$ cat src/rtl/shr_pkg.sv
package shr_pkg;

   typedef enum logic {
      OSC_INT = 1'b0,
      OSC_EXT = 1'b1
   } osc_mode_e;

   // Preset divider step used by a channel: the top channel gets the lowest step.
   function automatic int unsigned preset_tap(input int unsigned num_ch,
                                              input int unsigned ch);
      return num_ch - ch;
   endfunction

endpackage

$ cat src/rtl/shr_tick_gen.sv
module shr_tick_gen
   import shr_pkg::*;
#(
   parameter int unsigned CLK_HZ      = 250_000_000,
   parameter int unsigned TICK_HZ     = 100_000,
   parameter int unsigned SYNC_STAGES = 2
) (
   input  logic clk,
   input  logic rst_n,
   input  logic osc_ext_sel,
   input  logic ext_osc,
   output logic slot_end
);

   localparam int unsigned DIV   = CLK_HZ / TICK_HZ;
   localparam int unsigned CNT_W = (DIV > 1) ? $clog2(DIV) : 1;

   if (DIV < 2) begin : g_bad_div
      $error("shr_tick_gen: CLK_HZ / TICK_HZ must be at least 2");
   end
   if (SYNC_STAGES < 2) begin : g_bad_sync
      $error("shr_tick_gen: SYNC_STAGES must be at least 2");
   end

   osc_mode_e              mode_q;
   logic [CNT_W-1:0]       cnt_q;
   logic [SYNC_STAGES-1:0] ext_sy_q;
   logic                   ext_last_q;
   logic                   ext_rise;
   logic                   int_wrap;

   // External oscillator: synchronizer chain and rising-edge detector
   always_ff @(posedge clk or negedge rst_n) begin
      if (!rst_n) begin
         ext_sy_q   <= '0;
         ext_last_q <= 1'b0;
      end else begin
         ext_sy_q   <= {ext_sy_q[SYNC_STAGES-2:0], ext_osc};
         ext_last_q <= ext_sy_q[SYNC_STAGES-1];
      end
   end

   assign ext_rise = ext_sy_q[SYNC_STAGES-1] & ~ext_last_q;
   assign int_wrap = (cnt_q == CNT_W'(DIV - 1));
   assign slot_end = (mode_q == OSC_EXT) ? ext_rise : int_wrap;

   // Internal divider restarts at every boundary so a new slot is always whole
   always_ff @(posedge clk or negedge rst_n) begin
      if (!rst_n) begin
         cnt_q <= '0;
      end else if (slot_end || (mode_q == OSC_EXT)) begin
         cnt_q <= '0;
      end else begin
         cnt_q <= cnt_q + CNT_W'(1);
      end
   end

   // Timing source is re-sampled only at a slot boundary
   always_ff @(posedge clk or negedge rst_n) begin
      if (!rst_n) begin
         mode_q <= OSC_INT;
      end else if (slot_end) begin
         mode_q <= osc_ext_sel ? OSC_EXT : OSC_INT;
      end
   end

   AST_DIV_RANGE: assert property (@(posedge clk) disable iff (!rst_n)
      cnt_q <= CNT_W'(DIV - 1));
   AST_MODE_AT_BOUNDARY: assert property (@(posedge clk) disable iff (!rst_n)
      !slot_end |=> $stable(mode_q));
   AST_EXT_HOLDS_DIVIDER: assert property (@(posedge clk) disable iff (!rst_n)
      (mode_q == OSC_EXT) |=> (cnt_q == '0));

endmodule

$ cat src/rtl/shr_slot_ctr.sv
module shr_slot_ctr #(
   parameter int unsigned NUM_CH = 12,
   parameter int unsigned IDX_W  = 4
) (
   input  logic              clk,
   input  logic              rst_n,
   input  logic              slot_end,
   output logic [IDX_W-1:0]  ch_q,
   output logic [IDX_W-1:0]  nxt_ch,
   output logic [NUM_CH-1:0] strobe
);

   localparam logic [IDX_W-1:0] LAST_CH = IDX_W'(NUM_CH - 1);

   assign nxt_ch = (ch_q == LAST_CH) ? '0 : ch_q + IDX_W'(1);

   always_ff @(posedge clk or negedge rst_n) begin
      if (!rst_n) begin
         ch_q <= '0;
      end else if (slot_end) begin
         ch_q <= nxt_ch;
      end
   end

   // The strobe of the current channel fires in the last clock of its slot
   assign strobe = slot_end ? (NUM_CH'(1) << ch_q) : '0;

   AST_STROBE_ONEHOT: assert property (@(posedge clk) disable iff (!rst_n)
      $onehot0(strobe));
   AST_STROBE_SINGLE: assert property (@(posedge clk) disable iff (!rst_n)
      (|strobe) |=> !(|strobe));
   AST_CH_STEP: assert property (@(posedge clk) disable iff (!rst_n)
      (slot_end && ch_q != LAST_CH) |=> (ch_q == $past(ch_q) + IDX_W'(1)));
   AST_CH_WRAP: assert property (@(posedge clk) disable iff (!rst_n)
      (slot_end && ch_q == LAST_CH) |=> (ch_q == '0));
   AST_CH_RANGE: assert property (@(posedge clk) disable iff (!rst_n)
      ch_q <= LAST_CH);

endmodule

$ cat src/rtl/shr_src_mux.sv
module shr_src_mux
   import shr_pkg::*;
#(
   parameter int unsigned NUM_CH   = 12,
   parameter int unsigned CODE_W   = 10,
   parameter int unsigned IDX_W    = 4,
   parameter bit          CTL_SYNC = 1'b1
) (
   input  logic                     clk,
   input  logic                     rst_n,
   input  logic                     slot_end,
   input  logic [IDX_W-1:0]         nxt_ch,
   input  logic                     ctl_in,
   input  logic                     force_reg,
   input  logic [NUM_CH*CODE_W-1:0] reg_codes,
   output logic                     use_reg,
   output logic [CODE_W-1:0]        code_out
);

   localparam logic [CODE_W-1:0] RESET_CODE = CODE_W'(preset_tap(NUM_CH, 0));

   logic ctl_s;
   logic sel_next;
   logic [CODE_W-1:0] code_next;

   // Variant: two-stage synchronizer for an asynchronous pin, or direct use
   if (CTL_SYNC) begin : g_ctl_sync
      logic [1:0] ctl_sy_q;
      always_ff @(posedge clk or negedge rst_n) begin
         if (!rst_n) begin
            ctl_sy_q <= '0;
         end else begin
            ctl_sy_q <= {ctl_sy_q[0], ctl_in};
         end
      end
      assign ctl_s = ctl_sy_q[1];
   end else begin : g_ctl_direct
      assign ctl_s = ctl_in;
   end

   assign sel_next  = ctl_s | force_reg;
   assign code_next = sel_next ? reg_codes[nxt_ch*CODE_W +: CODE_W]
                               : CODE_W'(preset_tap(NUM_CH, int'(nxt_ch)));

   // Selection and code are frozen for the whole slot they belong to
   always_ff @(posedge clk or negedge rst_n) begin
      if (!rst_n) begin
         use_reg  <= 1'b0;
         code_out <= RESET_CODE;
      end else if (slot_end) begin
         use_reg  <= sel_next;
         code_out <= code_next;
      end
   end

   AST_SEL_STABLE: assert property (@(posedge clk) disable iff (!rst_n)
      !slot_end |=> ($stable(use_reg) && $stable(code_out)));
   AST_PRESET_RANGE: assert property (@(posedge clk) disable iff (!rst_n)
      !use_reg |-> (code_out >= CODE_W'(1) && code_out <= CODE_W'(NUM_CH)));

endmodule

$ cat src/rtl/shr_refresh_seq.sv
module shr_refresh_seq
   import shr_pkg::*;
#(
   parameter int unsigned NUM_CH      = 12,
   parameter int unsigned CODE_W      = 10,
   parameter int unsigned IDX_W       = 4,
   parameter int unsigned CLK_HZ      = 250_000_000,
   parameter int unsigned TICK_HZ     = 100_000,
   parameter int unsigned SYNC_STAGES = 2,
   parameter bit          CTL_SYNC    = 1'b1
) (
   input  logic                     clk,
   input  logic                     rst_n,
   input  logic                     osc_ext_sel,
   input  logic                     ext_osc,
   input  logic                     ctl_in,
   input  logic                     force_reg,
   input  logic [NUM_CH*CODE_W-1:0] reg_codes,
   output logic [IDX_W-1:0]         ch_idx,
   output logic                     use_reg,
   output logic [CODE_W-1:0]        code_out,
   output logic [NUM_CH-1:0]        strobe
);

   if (NUM_CH < 2) begin : g_bad_nch
      $error("shr_refresh_seq: NUM_CH must be at least 2");
   end
   if (IDX_W < $clog2(NUM_CH)) begin : g_bad_idx
      $error("shr_refresh_seq: IDX_W too narrow for NUM_CH");
   end
   if (CODE_W < $clog2(NUM_CH + 1)) begin : g_bad_code
      $error("shr_refresh_seq: CODE_W cannot hold the preset taps");
   end

   logic             slot_end;
   logic [IDX_W-1:0] nxt_ch;

   shr_tick_gen #(
      .CLK_HZ      (CLK_HZ),
      .TICK_HZ     (TICK_HZ),
      .SYNC_STAGES (SYNC_STAGES)
   ) u_tick (
      .clk         (clk),
      .rst_n       (rst_n),
      .osc_ext_sel (osc_ext_sel),
      .ext_osc     (ext_osc),
      .slot_end    (slot_end)
   );

   shr_slot_ctr #(
      .NUM_CH (NUM_CH),
      .IDX_W  (IDX_W)
   ) u_slot (
      .clk      (clk),
      .rst_n    (rst_n),
      .slot_end (slot_end),
      .ch_q     (ch_idx),
      .nxt_ch   (nxt_ch),
      .strobe   (strobe)
   );

   shr_src_mux #(
      .NUM_CH   (NUM_CH),
      .CODE_W   (CODE_W),
      .IDX_W    (IDX_W),
      .CTL_SYNC (CTL_SYNC)
   ) u_src (
      .clk       (clk),
      .rst_n     (rst_n),
      .slot_end  (slot_end),
      .nxt_ch    (nxt_ch),
      .ctl_in    (ctl_in),
      .force_reg (force_reg),
      .reg_codes (reg_codes),
      .use_reg   (use_reg),
      .code_out  (code_out)
   );

   AST_STROBE_NAMES_CH: assert property (@(posedge clk) disable iff (!rst_n)
      (|strobe) |-> strobe[ch_idx]);

endmodule

$ cat config.mk
export PLATFORM = sky130hd
export DESIGN_NAME = shr_refresh_seq
export DESIGN_NICKNAME = d
export VERILOG_FILES = /design/src/rtl/shr_pkg.sv /design/src/rtl/shr_tick_gen.sv /design/src/rtl/shr_slot_ctr.sv /design/src/rtl/shr_src_mux.sv /design/src/rtl/shr_refresh_seq.sv
export SDC_FILE = /design/constraint.sdc
export NUM_CORES = 1
export LEC_CHECK = 0
export BUFFER_PORTS_ARGS = -buffer_cell sky130_fd_sc_hd__buf_2
export CAP_MARGIN = 20
export CORE_UTILIZATION = 45
export CTS_CLUSTER_DIAMETER = 120
export DETAILED_ROUTE_END_ITERATION = 7
export PLACE_DENSITY = 0.82
export SYNTH_ARGS = -nofsm -noshare
export SYNTH_HDL_FRONTEND = slang
export SYNTH_SLANG_ARGS = --single-unit
$ cat constraint.sdc
create_clock -name clk -period 3.1 [get_ports clk]
set_input_delay 0.62 -clock clk [delete_from_list [all_inputs] [get_ports clk]]
set_output_delay 0.62 -clock clk [all_outputs]
set_load 0.05 [all_outputs]
== Word level (Yosys, flattened, before mapping) ==
Index checks and enable logic that the tools add are counted.

* Register bits after elaboration: 33
* Input bits: 126

* Add/subtract/negate cells: 3
* Multiply operators: 1
* Equality and inequality tests: 2
* Shift-type cells: 2
* Mux-type cells: 6
* Bitwise logic cells: 3
* Reductions and logical operators: 1

{| class="wikitable"
|+ Operator list
! operator !! number
|-
| 120-bit by 9-bit indexed part select with 10-bit output || 1
|-
| 12-bit two-way mux || 2
|-
| 12-bit by 1-bit adder with 12-bit output, second input constant || 1
|-
| 12-bit == test, second input constant || 1
|-
| 1-bit by 4-bit left shift with 12-bit output, first input constant || 1
|-
| 10-bit two-way mux || 1
|-
| 4-bit by 3-bit multiplier with 7-bit output, second input constant || 1
|-
| 4-bit by 4-bit subtractor with 5-bit output, first input constant || 1
|-
| 4-bit by 1-bit adder with 4-bit output, second input constant || 1
|-
| 4-bit == test, second input constant || 1
|-
| 4-bit two-way mux || 1
|-
| 1-bit two-way mux || 2
|-
| 1-bit bitwise AND || 1
|-
| 1-bit logical OR || 1
|-
| 1-bit NOT || 1
|-
| 1-bit OR || 1
|}

== Longest topological paths before layout ==
* Depth after elaboration: 5
* Depth in mapped cells: 9
* Depth with buffers taken out: 7

== Modules after synthesis ==
Synthesis repeated with hierarchy kept, for this count alone.

* Cell total of the unflattened synthesis: 283
* Area total of the unflattened synthesis: 2761.4 um^2

{| class="wikitable"
|+ Modules (own cells, without submodules)
! module !! times used !! cells each !! area each (um^2) !! seq. area each (um^2)
|-
| shr_src_mux || 1 || 163 || 1621.6 || 327.8
|-
| shr_tick_gen || 1 || 71 || 752.0 || 400.4
|-
| shr_slot_ctr || 1 || 49 || 387.9 || 100.1
|}

== Least setup slack after synthesis ==
Ideal clock, no wire load.

* Path kind: flip-flop to flip-flop
* Start: register u_slot.ch_q[0]
* End: register u_src.code_out[6]
* Arrival time: 2.554 ns
* Required time: 2.968 ns
* Setup slack: 0.413 ns
* Cell stages (with the launch flop): 8
* Path buffers: 2
* Cells stage by stage: dfrtp_1 -> inv_1 -> ha_1 -> buf_4 -> buf_2 -> mux4_2 -> a22oi_1 -> o211ai_1

* Longest elaborated chain between the ends: 5

{| class="wikitable"
|+ Ends and longest elaborated chain
! item !! line !! RTL
|-
| start: declaration || shr_slot_ctr.sv:8 || <nowiki>output logic [IDX_W-1:0] ch_q,</nowiki>
|-
| start signal: assignment || shr_slot_ctr.sv:21 || <nowiki>ch_q <= nxt_ch;</nowiki>
|-
| 4-bit by 1-bit adder with 4-bit output or 4-bit == test (tied branches) || shr_slot_ctr.sv:15 || <nowiki>assign nxt_ch = (ch_q == LAST_CH) ? '0 : ch_q + IDX_W'(1);</nowiki>
|-
| 4-bit two-way mux (*) || shr_slot_ctr.sv:15 ||
|-
| named net nxt_ch[1] || shr_refresh_seq.sv:36 || <nowiki>logic [IDX_W-1:0] nxt_ch;</nowiki>
|-
| 4-bit by 3-bit multiplier with 7-bit output || shr_src_mux.sv:42 || <nowiki>assign code_next = sel_next ? reg_codes[nxt_ch*CODE_W +: CODE_W]</nowiki>
|-
| 120-bit by 9-bit indexed part select with 10-bit output || shr_src_mux.sv:42 ||
|-
| 10-bit two-way mux (*) || shr_src_mux.sv:42 ||
|-
| end signal: assignment || shr_src_mux.sv:52 || <nowiki>code_out <= code_next;</nowiki>
|-
| end: declaration || shr_src_mux.sv:17 || <nowiki>output logic [CODE_W-1:0] code_out</nowiki>
|}

Mark *: on every way through the listed nets, which the timed path passes. The rest lies on a longest branch.
A chain may end at the register's enable or synchronous reset.

== Worst setup path after layout ==
* Start: register u_tick.cnt_q[0]
* End: output port strobe[4]

* Longest elaborated chain between the ends: 3

{| class="wikitable"
|+ Ends and longest elaborated chain
! item !! line !! RTL
|-
| start: declaration || shr_tick_gen.sv:26 || <nowiki>logic [CNT_W-1:0] cnt_q;</nowiki>
|-
| start signal: assignment || shr_tick_gen.sv:54 || <nowiki>cnt_q <= cnt_q + CNT_W'(1);</nowiki>
|-
| 12-bit == test || shr_tick_gen.sv:44 || <nowiki>assign int_wrap = (cnt_q == CNT_W'(DIV - 1));</nowiki>
|-
| 1-bit two-way mux || shr_tick_gen.sv:45 || <nowiki>assign slot_end = (mode_q == OSC_EXT) ? ext_rise : int_wrap;</nowiki>
|-
| 12-bit two-way mux || shr_slot_ctr.sv:26 || <nowiki>assign strobe = slot_end ? (NUM_CH'(1) << ch_q) : '0;</nowiki>
|-
| end: declaration || shr_refresh_seq.sv:22 || <nowiki>output logic [NUM_CH-1:0] strobe</nowiki>
|}

No other way between the ends.

==> impl_metrics.toml <==
[clocking]
cts.sinks = 33
cts_tree = "yes"
cts_htree_levels = 2
clk_pin_slew_ps = 70
max-clock-path-buffers = 2
ctsHoldBuffers = 0
post_cts_buffers = 0
clk_latency_ps = 280
post_cts_resized = 0
numCtsBuffers = 5
clockRootBuffer = "clkbuf_8"

[critical_path]
path_max_fanout = 11
cp_slowest_stage_delay_ps = 390
crit_start = "u_tick.cnt_q[0]$_DFF_PN0_"
reg2reg_slack_ps = 370
worstPathArrival_ps = 2250
timing.rr.start = "u_slot.ch_q[0]$_DFFE_PN0P_"
crit_required_ps = 2480
ff2ff_path_depth = 6
path_cells = "ha_1 > nor3b_2 > nand4b_2 > and2_2 > nor2_8 > and3_1 > buf_2"
endpoint_kind = "output port"
slowest_stage = "dfrtp_1"
cp-endpoint = "strobe[4]"
critPathKind = "reg2out"
r2r-end = "u_src.code_out[4]$_DFFE_PN0P_"
critPathLaunchType = "flop"

[min_path]
min_path_type = "reg2reg"

[timing]
setup_viol = 0
period_needed_ps = 2870
slew_headroom = 0.502
worstMarginPinSlew_ps = 746
fin_skew_ps = 4.78
setup_tns_ps = 0
grt_setup_unrepaired = "no"
final_hold_viol_count = 0
max_freq_mhz = 348
final.period_utilization = 0.927
drv_slew = 0

[cells_and_area]
multi_input_area_um2 = 1740
nets = 523
layout_common_cells = "buf_2, dfrtp_1, mux4_2"
top_register = "u_tick.cnt_q"
ff_latch_area_um2 = 828
largestRegisters = "u_tick.cnt_q: 12 flops, u_src.code_out: 10 flops, u_slot.ch_q: 4 flops"
area_delta_synth_final_pct = 33.3
layout_commonest_cell = "buf_2"
n_fill_cell = 489
antenna-diode-count = 0
stdcell_area_um2 = 3560
largest_reg_flops = 12
final_layout_size_suffix_gt1_frac = 0.524

[floorplanning]
die_w_um = 79.0
num_io_pins = 153
start_util = 0.476
core_region_area_um2 = 5610
dieArea_um2 = 6250
dieHeight_um = 79.0
num_rows = 27

[grt]
grt-ovfl-total = 0
grt_pass1_vias = 2753
track_usage = 0.286
antenna_found_initial = 0
grt_start_max_net_pins = 34
grt_pass1_wl_um = 13400

[drt]
routedWlPerCell_um = 17.9
drc = 0
routed-via-count = 2703
antenna_left = 0
routed_via_density = 5.84
drt_iter0_drc = 127
routed_wirelength_um = 8280
dr.pass1.iters = 4

[synth]
synthCells = 243
yosysSeqAreaShare = 0.310
ys_ff_latch = 33
syn_nets = 376
synth_cell_type_count = 49
yosys_warnings = 0
synth.avg_cell_area_um2 = 11.0
synth_edf_count = 0
syn_area_um2 = 2670
synth_ff_type = "dfrtp_1"
ys_async_sr_fraction = 1.00

[placed_design]
portBuffers = 152
hpwl_um = 6830
routabilityCongestion = 0.829
dpl_cell_area_um2 = 3480

[power_and_ir_drop]
leakage_nw = 1.77
vdd_ir_drop_max_uv = 194
p_per_area_nw_per_um2 = 246

[job]
maxCapViolCount = 0

[run_status]
outcome = "finished, final reports clean"
## layer usage
metal	track usage	vias up	share of wire	routed length, um
met5	0	-	0	0
met4	0.107	0	0.032	263
met3	0.0920	24	0.097	802
met2	0.484	145	0.51	4260
met1	0.337	1310	0.36	2950
li1	-	1224	-	-
## metrics by stage
step / std cells / setup slack [ps] / util / total power [mW] / hold slack [ps]
after floorplan: 243 / 413 / - / 0.480 / 324
after global placement: 455 / 541 / 0.620 / 0.571 / 334
after detailed placement: 455 / 406 / 0.620 / 0.574 / 337
after CTS: 463 / 116 / 0.634 / 0.880 / 350
after global routing: 463 / 67.4 / 0.635 / 0.910 / 354
final: 463 / 228 / 0.635 / 0.877 / 348
## area by class of cell
type	instances	share of cell area
timing repair buffer	155	0.227
tap	72	0.0253
clock buffer	8	0.0225
inverter	5	0.00527
multi-input combinational	190	0.487
sequential	33	0.233
## worst min path at each step
stage	end	slack [ps]	depth (start not counted)	startpoint
after floorplan	u_slot.ch_q[0]$_DFFE_PN0P_	320	0	rst_n
after global placement	u_src.g_ctl_sync.ctl_sy_q[1]$_DFF_PN0_	330	0	u_src.g_ctl_sync.ctl_sy_q[0]$_DFF_PN0_
after detailed placement	u_tick.ext_sy_q[1]$_DFF_PN0_	340	0	u_tick.ext_sy_q[0]$_DFF_PN0_
after CTS	u_tick.ext_sy_q[1]$_DFF_PN0_	350	0	u_tick.ext_sy_q[0]$_DFF_PN0_
after global routing	u_tick.ext_sy_q[1]$_DFF_PN0_	350	0	u_tick.ext_sy_q[0]$_DFF_PN0_
final	u_tick.ext_sy_q[1]$_DFF_PN0_	350	0	u_tick.ext_sy_q[0]$_DFF_PN0_
## synthesized netlist by cell type, types with 2 or more instances
cell / instances / area [um2]
xor2_1: 7 / 61.3
a21oi_1: 14 / 70.1
o211ai_1: 7 / 52.6
a21o_1: 2 / 15.0
a211oi_1: 3 / 22.5
ha_1: 7 / 87.6
nand3_1: 12 / 60.1
buf_6: 2 / 22.5
nand2_1: 15 / 56.3
buf_2: 7 / 35.0
inv_1: 5 / 18.8
dfrtp_1: 31 / 776
and2_1: 2 / 12.5
a22oi_1: 11 / 82.6
nor2b_1: 3 / 18.8
mux2i_1: 2 / 20.0
dfstp_2: 2 / 52.6
o21ai_0: 6 / 30.0
nor3_1: 2 / 10.0
nor2_1: 19 / 71.3
buf_4: 4 / 30.0
nand2b_1: 7 / 43.8
and3_1: 12 / 75.1
nand3b_1: 3 / 22.5
and3_2: 2 / 15.0
xnor2_1: 5 / 43.8
mux4_2: 28 / 631
nand4_1: 2 / 12.5
## critical path, delay by kind of cell (launching register included)
family                     cells  cell delay (ps)
and+or+nand+nor                5             1110
buffers and inverters          1              260
DFF                            1              390
adders and majority gates      1              220
## cells by family (layout without fill, tap and decap cells)
logic type	after synthesis	in the layout	share of synthesized area
AOI/OAI and AO/OA	51	51	0.132
xor gates and xnor gates	12	12	0.0393
adders and majority gates	7	7	0.0328
buffers and inverters	20	168	0.0431
DFF	33	33	0.310
muxes	30	30	0.244
and+or+nand+nor	90	90	0.200
## where the power goes
part | internal, mW | leakage, nW | switching (mW)
Combinational | 0.0823 | 1.31 | 0.0478
Sequential | 0.435 | 0.420 | 0.00162
Clock | 0.159 | 0.0395 | 0.151
(Power assumes the default switching activity.)
